`src/rtl/dynsz_pkg.sv`:
```
package dynsz_pkg;
  localparam int unsigned DATA_W = 32;
  localparam int unsigned LANES  = DATA_W / 8;

  typedef enum logic [2:0] {
    ST_IDLE, ST_START, ST_STROBE, ST_WAIT, ST_TERM, ST_REL
  } st_e;

  localparam logic [1:0] ACK_P32  = 2'b00;
  localparam logic [1:0] ACK_P16  = 2'b01;
  localparam logic [1:0] ACK_P8   = 2'b10;
  localparam logic [1:0] ACK_NONE = 2'b11;

  function automatic logic [2:0] size_to_count(input logic [1:0] s);
    return (s == 2'b00) ? 3'd4 : {1'b0, s};
  endfunction
endpackage

```
`src/rtl/dynsz_fsm.sv`:
```
module dynsz_fsm
  import dynsz_pkg::*;
(
  input  logic       clk,
  input  logic       rst_n,
  input  logic       req_valid,
  input  logic [1:0] ack_n,
  input  logic       rem_zero,
  output logic       load,
  output logic       capture,
  output logic       early_n,
  output logic       stb_n,
  output logic       buf_n,
  output logic       busy,
  output logic       done
);
  st_e  state, nxt;
  logic ack_idle;
  logic done_nxt;

  assign ack_idle = (ack_n == ACK_NONE);

  always_comb begin
    nxt = state;
    case (state)
      ST_IDLE:   if (req_valid && ack_idle) nxt = ST_START;
      ST_START:  nxt = ST_STROBE;
      ST_STROBE: nxt = ST_WAIT;
      ST_WAIT:   if (!ack_idle) nxt = ST_TERM;
      ST_TERM:   nxt = ST_REL;
      ST_REL:    if (ack_idle) nxt = rem_zero ? ST_IDLE : ST_START;
      default:   nxt = ST_IDLE;
    endcase
  end

  assign done_nxt = (state == ST_REL) && ack_idle && rem_zero;

  always_ff @(posedge clk or negedge rst_n) begin
    if (!rst_n) begin
      state <= ST_IDLE;
      done  <= 1'b0;
    end else begin
      state <= nxt;
      done  <= done_nxt;
    end
  end

  assign load    = (state == ST_IDLE) && req_valid && ack_idle;
  assign capture = (state == ST_WAIT) && !ack_idle;
  assign early_n = (state != ST_START);
  assign stb_n   = !((state == ST_STROBE) || (state == ST_WAIT));
  assign buf_n   = !((state == ST_WAIT) || (state == ST_TERM));
  assign busy    = (state != ST_IDLE);
endmodule

```
`src/rtl/dynsz_lane_pick.sv`:
```
module dynsz_lane_pick
  import dynsz_pkg::*;
(
  input  logic [1:0]        addr_lo,
  input  logic [1:0]        ack_n,
  input  logic [2:0]        rem,
  input  logic [DATA_W-1:0] op_cur,
  input  logic [DATA_W-1:0] din,
  output logic [2:0]        n_bytes,
  output logic [DATA_W-1:0] op_next
);
  logic [2:0] port_bytes;
  logic [1:0] offs;
  logic [2:0] avail;

  always_comb begin
    case (ack_n)
      ACK_P32: begin port_bytes = 3'd4; offs = addr_lo;              end
      ACK_P16: begin port_bytes = 3'd2; offs = {1'b0, addr_lo[0]};   end
      ACK_P8:  begin port_bytes = 3'd1; offs = 2'b00;                end
      default: begin port_bytes = 3'd0; offs = 2'b00;                end
    endcase
  end

  assign avail   = port_bytes - {1'b0, offs};
  assign n_bytes = (rem < avail) ? rem : avail;

  logic [7:0]       byte_val [LANES];
  logic [1:0]       pos_of   [LANES];
  logic [LANES-1:0] take;

  for (genvar k = 0; k < LANES; k++) begin : g_byte
    logic [1:0] lane;
    assign lane        = offs + 2'(k);
    assign byte_val[k] = din[{~lane, 3'b000} +: 8];
    assign pos_of[k]   = rem[1:0] - 2'd1 - 2'(k);
    assign take[k]     = (3'(k) < n_bytes);
  end

  always_comb begin
    op_next = op_cur;
    for (int k = 0; k < LANES; k++) begin
      if (take[k]) op_next[{pos_of[k], 3'b000} +: 8] = byte_val[k];
    end
  end
endmodule

```
`src/rtl/dynsz_xfer_regs.sv`:
```
module dynsz_xfer_regs
  import dynsz_pkg::*;
#(
  parameter int unsigned ADDR_W = 32
) (
  input  logic              clk,
  input  logic              rst_n,
  input  logic              load,
  input  logic              capture,
  input  logic [ADDR_W-1:0] req_addr,
  input  logic [2:0]        req_fc,
  input  logic [1:0]        req_size,
  input  logic [2:0]        n_bytes,
  input  logic [DATA_W-1:0] op_next,
  output logic [ADDR_W-1:0] cur_addr,
  output logic [2:0]        cur_fc,
  output logic [2:0]        rem,
  output logic [DATA_W-1:0] op
);
  always_ff @(posedge clk or negedge rst_n) begin
    if (!rst_n) begin
      cur_addr <= '0;
      cur_fc   <= '0;
      rem      <= '0;
      op       <= '0;
    end else if (load) begin
      cur_addr <= req_addr;
      cur_fc   <= req_fc;
      rem      <= size_to_count(req_size);
      op       <= '0;
    end else if (capture) begin
      cur_addr <= cur_addr + ADDR_W'(n_bytes);
      rem      <= rem - n_bytes;
      op       <= op_next;
    end
  end
endmodule

```
`src/rtl/dynsz_rd_ctrl.sv`:
```
module dynsz_rd_ctrl
  import dynsz_pkg::*;
#(
  parameter int unsigned ADDR_W = 32
) (
  input  logic              clk,
  input  logic              rst_n,
  input  logic              req_valid,
  input  logic [ADDR_W-1:0] req_addr,
  input  logic [2:0]        req_fc,
  input  logic [1:0]        req_size,
  output logic              busy,
  output logic              done,
  output logic [31:0]       rd_data,
  output logic [ADDR_W-1:0] bus_addr,
  output logic [2:0]        bus_func,
  output logic [1:0]        bus_size,
  output logic              bus_read,
  output logic              cyc_early_n,
  output logic              adr_stb_n,
  output logic              dat_stb_n,
  output logic              dbuf_oe_n,
  input  logic [1:0]        xfer_ack_n,
  input  logic [31:0]       bus_din
);
  logic [1:0]        rst_sync;
  logic              rst_int_n;
  logic              load, capture, stb_n;
  logic [2:0]        rem, n_bytes;
  logic [DATA_W-1:0] op, op_next;

  always_ff @(posedge clk or negedge rst_n) begin
    if (!rst_n) rst_sync <= 2'b00;
    else        rst_sync <= {rst_sync[0], 1'b1};
  end
  assign rst_int_n = rst_sync[1];

  dynsz_fsm u_fsm (
    .clk(clk), .rst_n(rst_int_n), .req_valid(req_valid), .ack_n(xfer_ack_n),
    .rem_zero(rem == 3'd0), .load(load), .capture(capture),
    .early_n(cyc_early_n), .stb_n(stb_n), .buf_n(dbuf_oe_n),
    .busy(busy), .done(done)
  );

  dynsz_lane_pick u_lane (
    .addr_lo(bus_addr[1:0]), .ack_n(xfer_ack_n), .rem(rem),
    .op_cur(op), .din(bus_din), .n_bytes(n_bytes), .op_next(op_next)
  );

  dynsz_xfer_regs #(.ADDR_W(ADDR_W)) u_regs (
    .clk(clk), .rst_n(rst_int_n), .load(load), .capture(capture),
    .req_addr(req_addr), .req_fc(req_fc), .req_size(req_size),
    .n_bytes(n_bytes), .op_next(op_next), .cur_addr(bus_addr),
    .cur_fc(bus_func), .rem(rem), .op(op)
  );

  assign adr_stb_n = stb_n;
  assign dat_stb_n = stb_n;
  assign bus_read  = 1'b1;
  assign bus_size  = rem[1:0];
  assign rd_data   = op;
endmodule

```
`config.mk`:
```
export PLATFORM = sky130hd
export DESIGN_NAME = dynsz_rd_ctrl
export DESIGN_NICKNAME = d
export VERILOG_FILES = /design/src/rtl/dynsz_pkg.sv /design/src/rtl/dynsz_fsm.sv /design/src/rtl/dynsz_lane_pick.sv /design/src/rtl/dynsz_xfer_regs.sv /design/src/rtl/dynsz_rd_ctrl.sv
export SDC_FILE = /design/constraint.sdc
export NUM_CORES = 1
export LEC_CHECK = 0
export BUFFER_PORTS_ARGS = -buffer_cell sky130_fd_sc_hd__buf_2
export CORE_MARGIN = 5
export CORE_UTILIZATION = 50
export DETAILED_ROUTE_END_ITERATION = 8
export GPL_TIMING_DRIVEN = 0
export PLACE_DENSITY = 0.78
export SYNTH_ARGS = -nofsm -noshare
export SYNTH_HDL_FRONTEND = slang
export SYNTH_HIERARCHICAL = 1
export SYNTH_SLANG_ARGS = --single-unit
```
`constraint.sdc`:
```
create_clock -name clk -period 2.4 [get_ports clk]
set_clock_uncertainty 0.1 [all_clocks]
set_input_delay 0.36 -clock clk [delete_from_list [all_inputs] [get_ports clk]]
set_output_delay 0.36 -clock clk [all_outputs]
set_load 0.01 [all_outputs]
```
After elaboration in Yosys (flattened, before gate mapping)
Cells that the tools add are included.
{"block": "word_totals", "out_inout_bits": 76, "regBits": 76, "in_bits": 74}
{"block": "classes", "reduce_logical": 18, "n_shift": 12, "add_sub_neg": 14, "order_cmp": 5, "bitwise_logic": 4, "n_eq_ne": 12, "mux": 23}
{"op": "32-bit two-way mux", "n": 8}
{"op": "32-bit bitwise mux", "n": 4}
{"op": "8-bit by 7-bit variable shift with 32-bit output (first input constant)", "n": 4}
{"op": "32-bit by 6-bit indexed part select with 8-bit output", "n": 4}
{"op": "8-bit by 7-bit indexed part select with 32-bit output", "n": 4}
{"op": "32-bit by 3-bit adder with 32-bit output", "n": 1}
{"op": "5-bit negation with 7-bit output", "n": 4}
{"op": "3-bit two-way mux", "n": 7}
{"op": "3-bit one-hot mux with 6 select lines", "n": 1}
{"op": "3-bit one-hot mux with 3 select lines", "n": 1}
{"op": "2-bit inverter", "n": 4}
{"op": "3-bit by 2-bit equality test with 1-bit output (second input constant)", "n": 2}
{"op": "3-bit equality test (second input constant)", "n": 2}
{"op": "1-bit logical AND", "n": 6}
{"op": "3-bit logical NOT", "n": 2}
{"op": "1-bit by 3-bit less-than comparator with 1-bit output (first input constant)", "n": 2}
{"op": "2-bit by 3-bit less-than comparator with 1-bit output (first input constant)", "n": 2}
{"op": "2-bit adder (second input constant)", "n": 2}
{"op": "2-bit equality test (second input constant)", "n": 2}
{"op": "2-bit logical NOT", "n": 2}
{"op": "2-bit by 1-bit inequality test with 1-bit output (second input constant)", "n": 2}
{"op": "2-bit one-hot mux with 2 select lines", "n": 1}
{"op": "2-bit by 1-bit subtractor with 2-bit output (second input constant)", "n": 2}
{"op": "2-bit subtractor (second input constant)", "n": 2}
{"op": "14 further kinds", "n": 17}

Depth between registers and ports, before layout
{"block": "logic_depth", "ltp_word": 15, "mapped_depth": 20, "depth_no_buf": 16}

Modules after synthesis
Netlist, hierarchy kept.
{"module": "dynsz_xfer_regs", "instances": 1, "seq_area_each_um2": 1751.7, "area_per_inst_um2": 3419.5, "cells_each": 330}
{"module": "dynsz_lane_pick", "instances": 1, "seq_area_each_um2": 0.0, "area_per_inst_um2": 2989.1, "cells_each": 423}
{"module": "dynsz_fsm", "instances": 1, "seq_area_each_um2": 100.1, "area_per_inst_um2": 231.5, "cells_each": 28}
{"module": "dynsz_rd_ctrl", "instances": 1, "seq_area_each_um2": 50.0, "area_per_inst_um2": 78.8, "cells_each": 6}

Worst setup path before layout
No wires, ideal clock.
{"block": "synth_timing", "kind": "reg2reg", "from": "register u_regs.cur_addr[0]", "to": "register u_regs.cur_addr[29]", "required_time_ns": 2.218, "setup_ns": 0.082, "path_stages_with_launch": 20, "period_less_slack_ns": 4.734, "t_arrival_ns": 4.552, "path_buffers": 4, "setup_slack_ns": -2.334, "path_cell_list": "dfrtp_1 > and2b_1 > buf_6 > inv_4 > buf_2 > ha_1 > mux2_2 > ha_1 > o21ba_2 > or2_2 > clkbuf_1 > and3_1 > buf_6 > or2_1 > ha_1 > nand3_1 > a211oi_4 > nand4_4 > or3_1 > a31oi_1"}
{"block": "synth_between", "elab_chain_cells": 7}
{"element": "start, declared", "line_no": "dynsz_xfer_regs.sv:15", "text": "output logic [ADDR_W-1:0] cur_addr,"}
{"element": "start signal, assigned", "line_no": "dynsz_xfer_regs.sv:27", "text": "cur_addr <= req_addr;"}
{"element": "start signal, assigned", "line_no": "dynsz_xfer_regs.sv:32", "text": "cur_addr <= cur_addr + ADDR_W'(n_bytes);"}
{"element": "2-bit one-hot mux with 2 select lines *", "line_no": "dynsz_lane_pick.sv:17", "text": "case (ack_n)"}
{"element": "3-bit by 2-bit subtractor with 3-bit output *", "line_no": "dynsz_lane_pick.sv:25", "text": "assign avail = port_bytes - {1'b0, offs};"}
{"element": "3-bit less-than comparator", "line_no": "dynsz_lane_pick.sv:26", "text": "assign n_bytes = (rem < avail) ? rem : avail;"}
{"element": "3-bit two-way mux *", "line_no": "dynsz_lane_pick.sv:26"}
{"element": "net n_bytes[1]", "line_no": "dynsz_rd_ctrl.sv:29", "text": "logic [2:0] rem, n_bytes;"}
{"element": "32-bit by 3-bit adder with 32-bit output *", "line_no": "dynsz_xfer_regs.sv:32"}
{"element": "32-bit two-way mux *", "line_no": "dynsz_xfer_regs.sv:31", "text": "end else if (capture) begin"}
{"element": "32-bit two-way mux *", "line_no": "dynsz_xfer_regs.sv:26", "text": "end else if (load) begin"}
The timed path passes the listed nets; every way through them passes the cells marked *. The select of a mux whose other input is x is not followed.
A chain may end at the register's enable or synchronous reset.

Worst setup path after layout
{"block": "layout_timing", "from": "register u_regs.cur_addr[0]", "to": "register u_regs.cur_addr[8]"}
Same word-level chain as after synthesis.

==> results_tabular.tex <==
\begin{tabular}{lr}
\hline
Metric & Value \\
\hline
\multicolumn{2}{l}{\textbf{Detailed routing}} \\
Number of DRC markers after the initial detailed-route iteration & 809 \\
DRC errors left & 0 \\
Routed WL per cell & 21.5 um \\
Detailed Routing Iterations Pass 1 & 7 \\
Vias after detailed routing & 7454 \\
Remaining antenna violation count & 0 \\
Final wirelength & 25.4 mm \\
Post-DR vias/cell & around 6.3 \\
\multicolumn{2}{l}{\textbf{Timing}} \\
Post-Route Setup TNS & -90.88 ns \\
Final number of hold-violating endpoints & 0 \\
Setup repair after global routing missed its margin & yes \\
Count of final setup violators & 67 \\
Worst slew margin & 34.8\% \\
Measured slew at the worst slew-check pin & 0.973 ns \\
Final WS setup & -1.52 ns \\
Fmax & about 0.26 GHz \\
Shortest period the worst path allows & 3.92 ns \\
Count of pins over their slew limit & 0 \\
Tcrit/Tclk final & 163\% \\
\multicolumn{2}{l}{\textbf{Setup path}} \\
Critical path class & reg -> reg \\
Largest delay share family, worst path & simple AND/OR/NAND/NOR gates \\
CP max FO & 5 \\
Arrival time of the worst setup path & 4.03 ns \\
Cell-by-cell listing of the critical path & and2b\_2 -> inv\_8 -> buf\_12 -> ha\_4 -> mux2\_4 -> ha\_4 -> o21ba\_4 -> or2\_4 -> and3\_4 -> or2\_4 -> fa\_2 -> a21oi\_4 -> nor3\_4 -> buf\_6 -> buf\_6 -> buf\_6 -> xnor2\_2 -> o21ai\_1 \\
Cell type of the slowest stage on the worst timing path & sky130\_fd\_sc\_hd\_\_dfrtp\_2 \\
Sum of buffers and inverters on the critical path & 5 \\
Endpoint type of the worst setup path & flip-flop \\
Critical Path RT & 2.51 ns \\
Launching element type of the critical path & flip-flop \\
Most prevalent standard cell on the critical path & sky130\_fd\_sc\_hd\_\_buf\_6 \\
Longest individual stage delay on the worst path & 0.43 ns \\
\multicolumn{2}{l}{\textbf{Logic synthesis}} \\
Number of synthesized flops with an enable pin & 0 \\
Post-synthesis sequential area ratio & 28.3\% \\
Fraction of synthesis flops using an asynchronous set or reset pin & between 90\% and 100\% \\
Average footprint of a synthesized cell & 8.54 um2 \\
Netlist Area Pre-Place & 0.00672 mm2 \\
Synthesized flop and latch total & 76 \\
Yosys Warn Count & 6 \\
Post-Syn Instances & 787 \\
Most frequently used flop master after synthesis & sky130\_fd\_sc\_hd\_\_dfrtp\_1 \\
Netlist cell types & 68 \\
\multicolumn{2}{l}{\textbf{Die}} \\
Chip width & roughly 130 um \\
Core Region & $\sim$0.013 mm2 \\
Die Height & around 130 um \\
Initial standard-cell utilization of the core & 50.9\% \\
Number of standard-cell rows in the floorplan & 42 \\
Overall die area & $\sim$0.016 mm2 \\
I/O pin total & 150 \\
\multicolumn{2}{l}{\textbf{Clocking}} \\
Number of clock buffers inserted by TritonCTS & 9 \\
Clock tree from TritonCTS & done \\
Library cell used as clock root buffer & sky130\_fd\_sc\_hd\_\_clkbuf\_16 \\
CTS Buffer Depth & 2 \\
Clock slew at the register clock pins of the worst setup and hold paths & 0.06 ns \\
Clock insertion delay at the later pin of the skew report & $\sim$0.35 ns \\
CTS H-tree lvls & 3 \\
Number of clock sinks & 76 \\
\multicolumn{2}{l}{\textbf{Place}} \\
Cell count after placement & 1113 \\
Routability-driven placement congestion ratio & approximately 1 \\
Hpwl dp & 17.6 mm \\
Port Buffer Count & 148 \\
\multicolumn{2}{l}{\textbf{Global route}} \\
GRT Resource Usage Total & a little under a third \\
Antenna violations before repair & 0 \\
Number of global-route vias before repair & 7268 \\
Met1 demand-to-capacity share in global routing & a little over 40\% \\
Global-route wire length before repair & between 30 and 40 mm \\
GR Layer Usage met3 & 8.09\% \\
Maximum number of pins on one net before global-route repair & 48 \\
Remaining global-route overflow & 0 \\
Global routing's busiest layer & met2 \\
Met2 usage & between 40 and 50\% \\
\multicolumn{2}{l}{\textbf{Pwr}} \\
Leakage power & 4.02 nW \\
Pwr Density & 1390 mW/mm2 \\
Total power & 13.1 mW \\
Max IR drop VDD & 0.614 mV \\
\multicolumn{2}{l}{\textbf{Status}} \\
Violations in the final reports & setup timing \\
Result of the run & complete, but fails checks \\
\multicolumn{2}{l}{\textbf{Layout}} \\
Commonest cells after routing, fill and taps aside & sky130\_fd\_sc\_hd\_\_buf\_2 (155), sky130\_fd\_sc\_hd\_\_nor2\_1 (84), sky130\_fd\_sc\_hd\_\_dfrtp\_1 (74) \\
Most frequent standard cell in the layout excluding fill and tap cells & sky130\_fd\_sc\_hd\_\_buf\_2 \\
Fill cells & 1024 \\
Post-layout instance count excluding filler cells & 1185 \\
Ratio of cells with drive above 1 in the final layout & 40.0\% \\
Number of diodes added for antenna fixing & 0 \\
Layout area overhead & 40.3\% \\
NumNets Final & 1097 \\
\multicolumn{2}{l}{\textbf{Job}} \\
Count of max-cap constraint violations & 0 \\
\multicolumn{2}{l}{\textbf{Worst hold path}} \\
Worst hold path type & in -> reg \\
\hline
\end{tabular}
[worst reg2reg max path, stage by stage (launching register included)]
cell and delay, ns:
sky130_fd_sc_hd__dfrtp_2 0.43, sky130_fd_sc_hd__and2b_2 0.25, sky130_fd_sc_hd__inv_8 0.06, sky130_fd_sc_hd__buf_12 0.09, sky130_fd_sc_hd__ha_4 0.12, sky130_fd_sc_hd__mux2_4 0.31
sky130_fd_sc_hd__ha_4 0.27, sky130_fd_sc_hd__o21ba_4 0.16, sky130_fd_sc_hd__or2_4 0.25, sky130_fd_sc_hd__and3_4 0.16, sky130_fd_sc_hd__or2_4 0.26, sky130_fd_sc_hd__fa_2 0.43
sky130_fd_sc_hd__a21oi_4 0.22, sky130_fd_sc_hd__nor3_4 0.09, sky130_fd_sc_hd__buf_6 0.13, sky130_fd_sc_hd__buf_6 0.12, sky130_fd_sc_hd__buf_6 0.11, sky130_fd_sc_hd__xnor2_2 0.15
sky130_fd_sc_hd__o21ai_1 0.07
[routing by layer]
layer  part of all wire [%]  up-vias
met2                     45      458
li1                       -     3356
met1                     40     3554
met5                      0        -
met4                    3.8        0
met3                     11       86
[power by group]
part           switching (mW)  total [mW]  leakage, nW  internal [mW]
sequential              0.663        2.46        0.971           1.79
clock                   0.555        1.25        0.124          0.693
combinational            5.25        9.37         2.92           4.12
[logic make-up (layout without fill, tap and decap cells)]
| group | count (synthesis) | in the layout | share of synthesized area, % |
|---|---|---|---|
| compound gates | 201 | 201 | 21.7 |
| xor+xnor | 29 | 29 | 3.78 |
| fa+ha+maj | 18 | 18 | 3.58 |
| buf+inv | 74 | 295 | 5.20 |
| flops | 76 | 76 | 28.3 |
| mux | 88 | 88 | 14.9 |
| other cells | 1 | 2 | 0.0558 |
| simple gates | 300 | 300 | 22.5 |
[worst paths after layout]
kind                            slack (ns)                from  cells after the start                   to
max in group asynchronous             1.47         rst_sync[1]                      1         u_regs/op[8]
min in group asynchronous             0.16         rst_sync[1]                      0  u_regs/cur_addr[27]
worst min register to register        0.16         rst_sync[1]                      0  u_regs/cur_addr[27]
worst min-delay path                  0.12        req_addr[25]                      3  u_regs/cur_addr[25]
worst max-delay path                 -1.52  u_regs/cur_addr[0]                     18   u_regs/cur_addr[8]
worst max register to register       -1.52  u_regs/cur_addr[0]                     18   u_regs/cur_addr[8]
[synthesized netlist by cell type, drive strengths merged, types with 5 or more instances]
cell	number	area, um2
a31oi	6	37.5
nor2	88	333
o31ai	12	100
nand3	23	128
mux4	8	180
o21a	8	60.1
a32oi	14	123
or2	5	31.3
ha	16	200
o211ai	6	45.0
nor3	5	30.0
dfrtp	76	1900
a21oi	15	78.8
and3	12	76.3
buf	30	181
inv	16	62.6
nand2b	17	106
and2	5	31.3
o221ai	7	61.3
xor2	22	193
mux2i	64	641
a211oi	35	275
o21ai	67	335
xnor2	7	61.3
nand4	14	103
or3	9	56.3
mux2	16	180
nor4	25	156
a22o	6	52.6
nor2b	15	93.8
o311ai	7	114
nand2	68	255
clkbuf	28	105
[area by class of cell]
type / count / area [um2] / area share (%)
Multi-Input combinational cell: 638 / 5270 / 55.8
Sequential cell: 76 / 1910 / 20.2
Timing Repair Buffer: 212 / 1370 / 14.6
Buffer: 52 / 329 / 3.49
Clock buffer: 9 / 225 / 2.39
Tap cell: 176 / 220 / 2.34
Inverter: 16 / 67.6 / 0.717
Clock inverter: 6 / 41.3 / 0.438
[what timing repair did]
item                                   4_1_cts  5_1_grt
setup buffers                               40       17
setup endpoints to repair                   67       68
pin swaps                                   48       57
gates resized for setup                    125       44
hold buffers                                 1        0
endpoints found under the hold margin        2        0
cloned                                       7        1
[registers in the layout (all words and copies together), names as in the netlist]
| name | cells |
|---|---|
| u_fsm/done | 1 |
| u_regs/op | 32 |
| u_regs/cur_fc | 3 |
| u_fsm/state | 3 |
| u_regs/rem | 3 |
| rst_sync | 2 |
| u_regs/cur_addr | 32 |
[through the flow]
step | hold WS (ns) | area, um2 | setup slack [ns] | util [%]
2_1_floorplan | -0.0356 | 7030 | -1.90 | -
3_5_place_dp | 0.0458 | 8020 | -2.47 | 60.8
3_3_place_gp | 0.0453 | 7990 | -2.39 | 60.6
4_1_cts | 0.110 | 9140 | -1.46 | 69.3
5_1_grt | 0.131 | 9430 | -1.60 | 71.5
6_report | 0.123 | 9430 | -1.52 | 71.5
No activity file was read; power rests on OpenSTA's default activity.
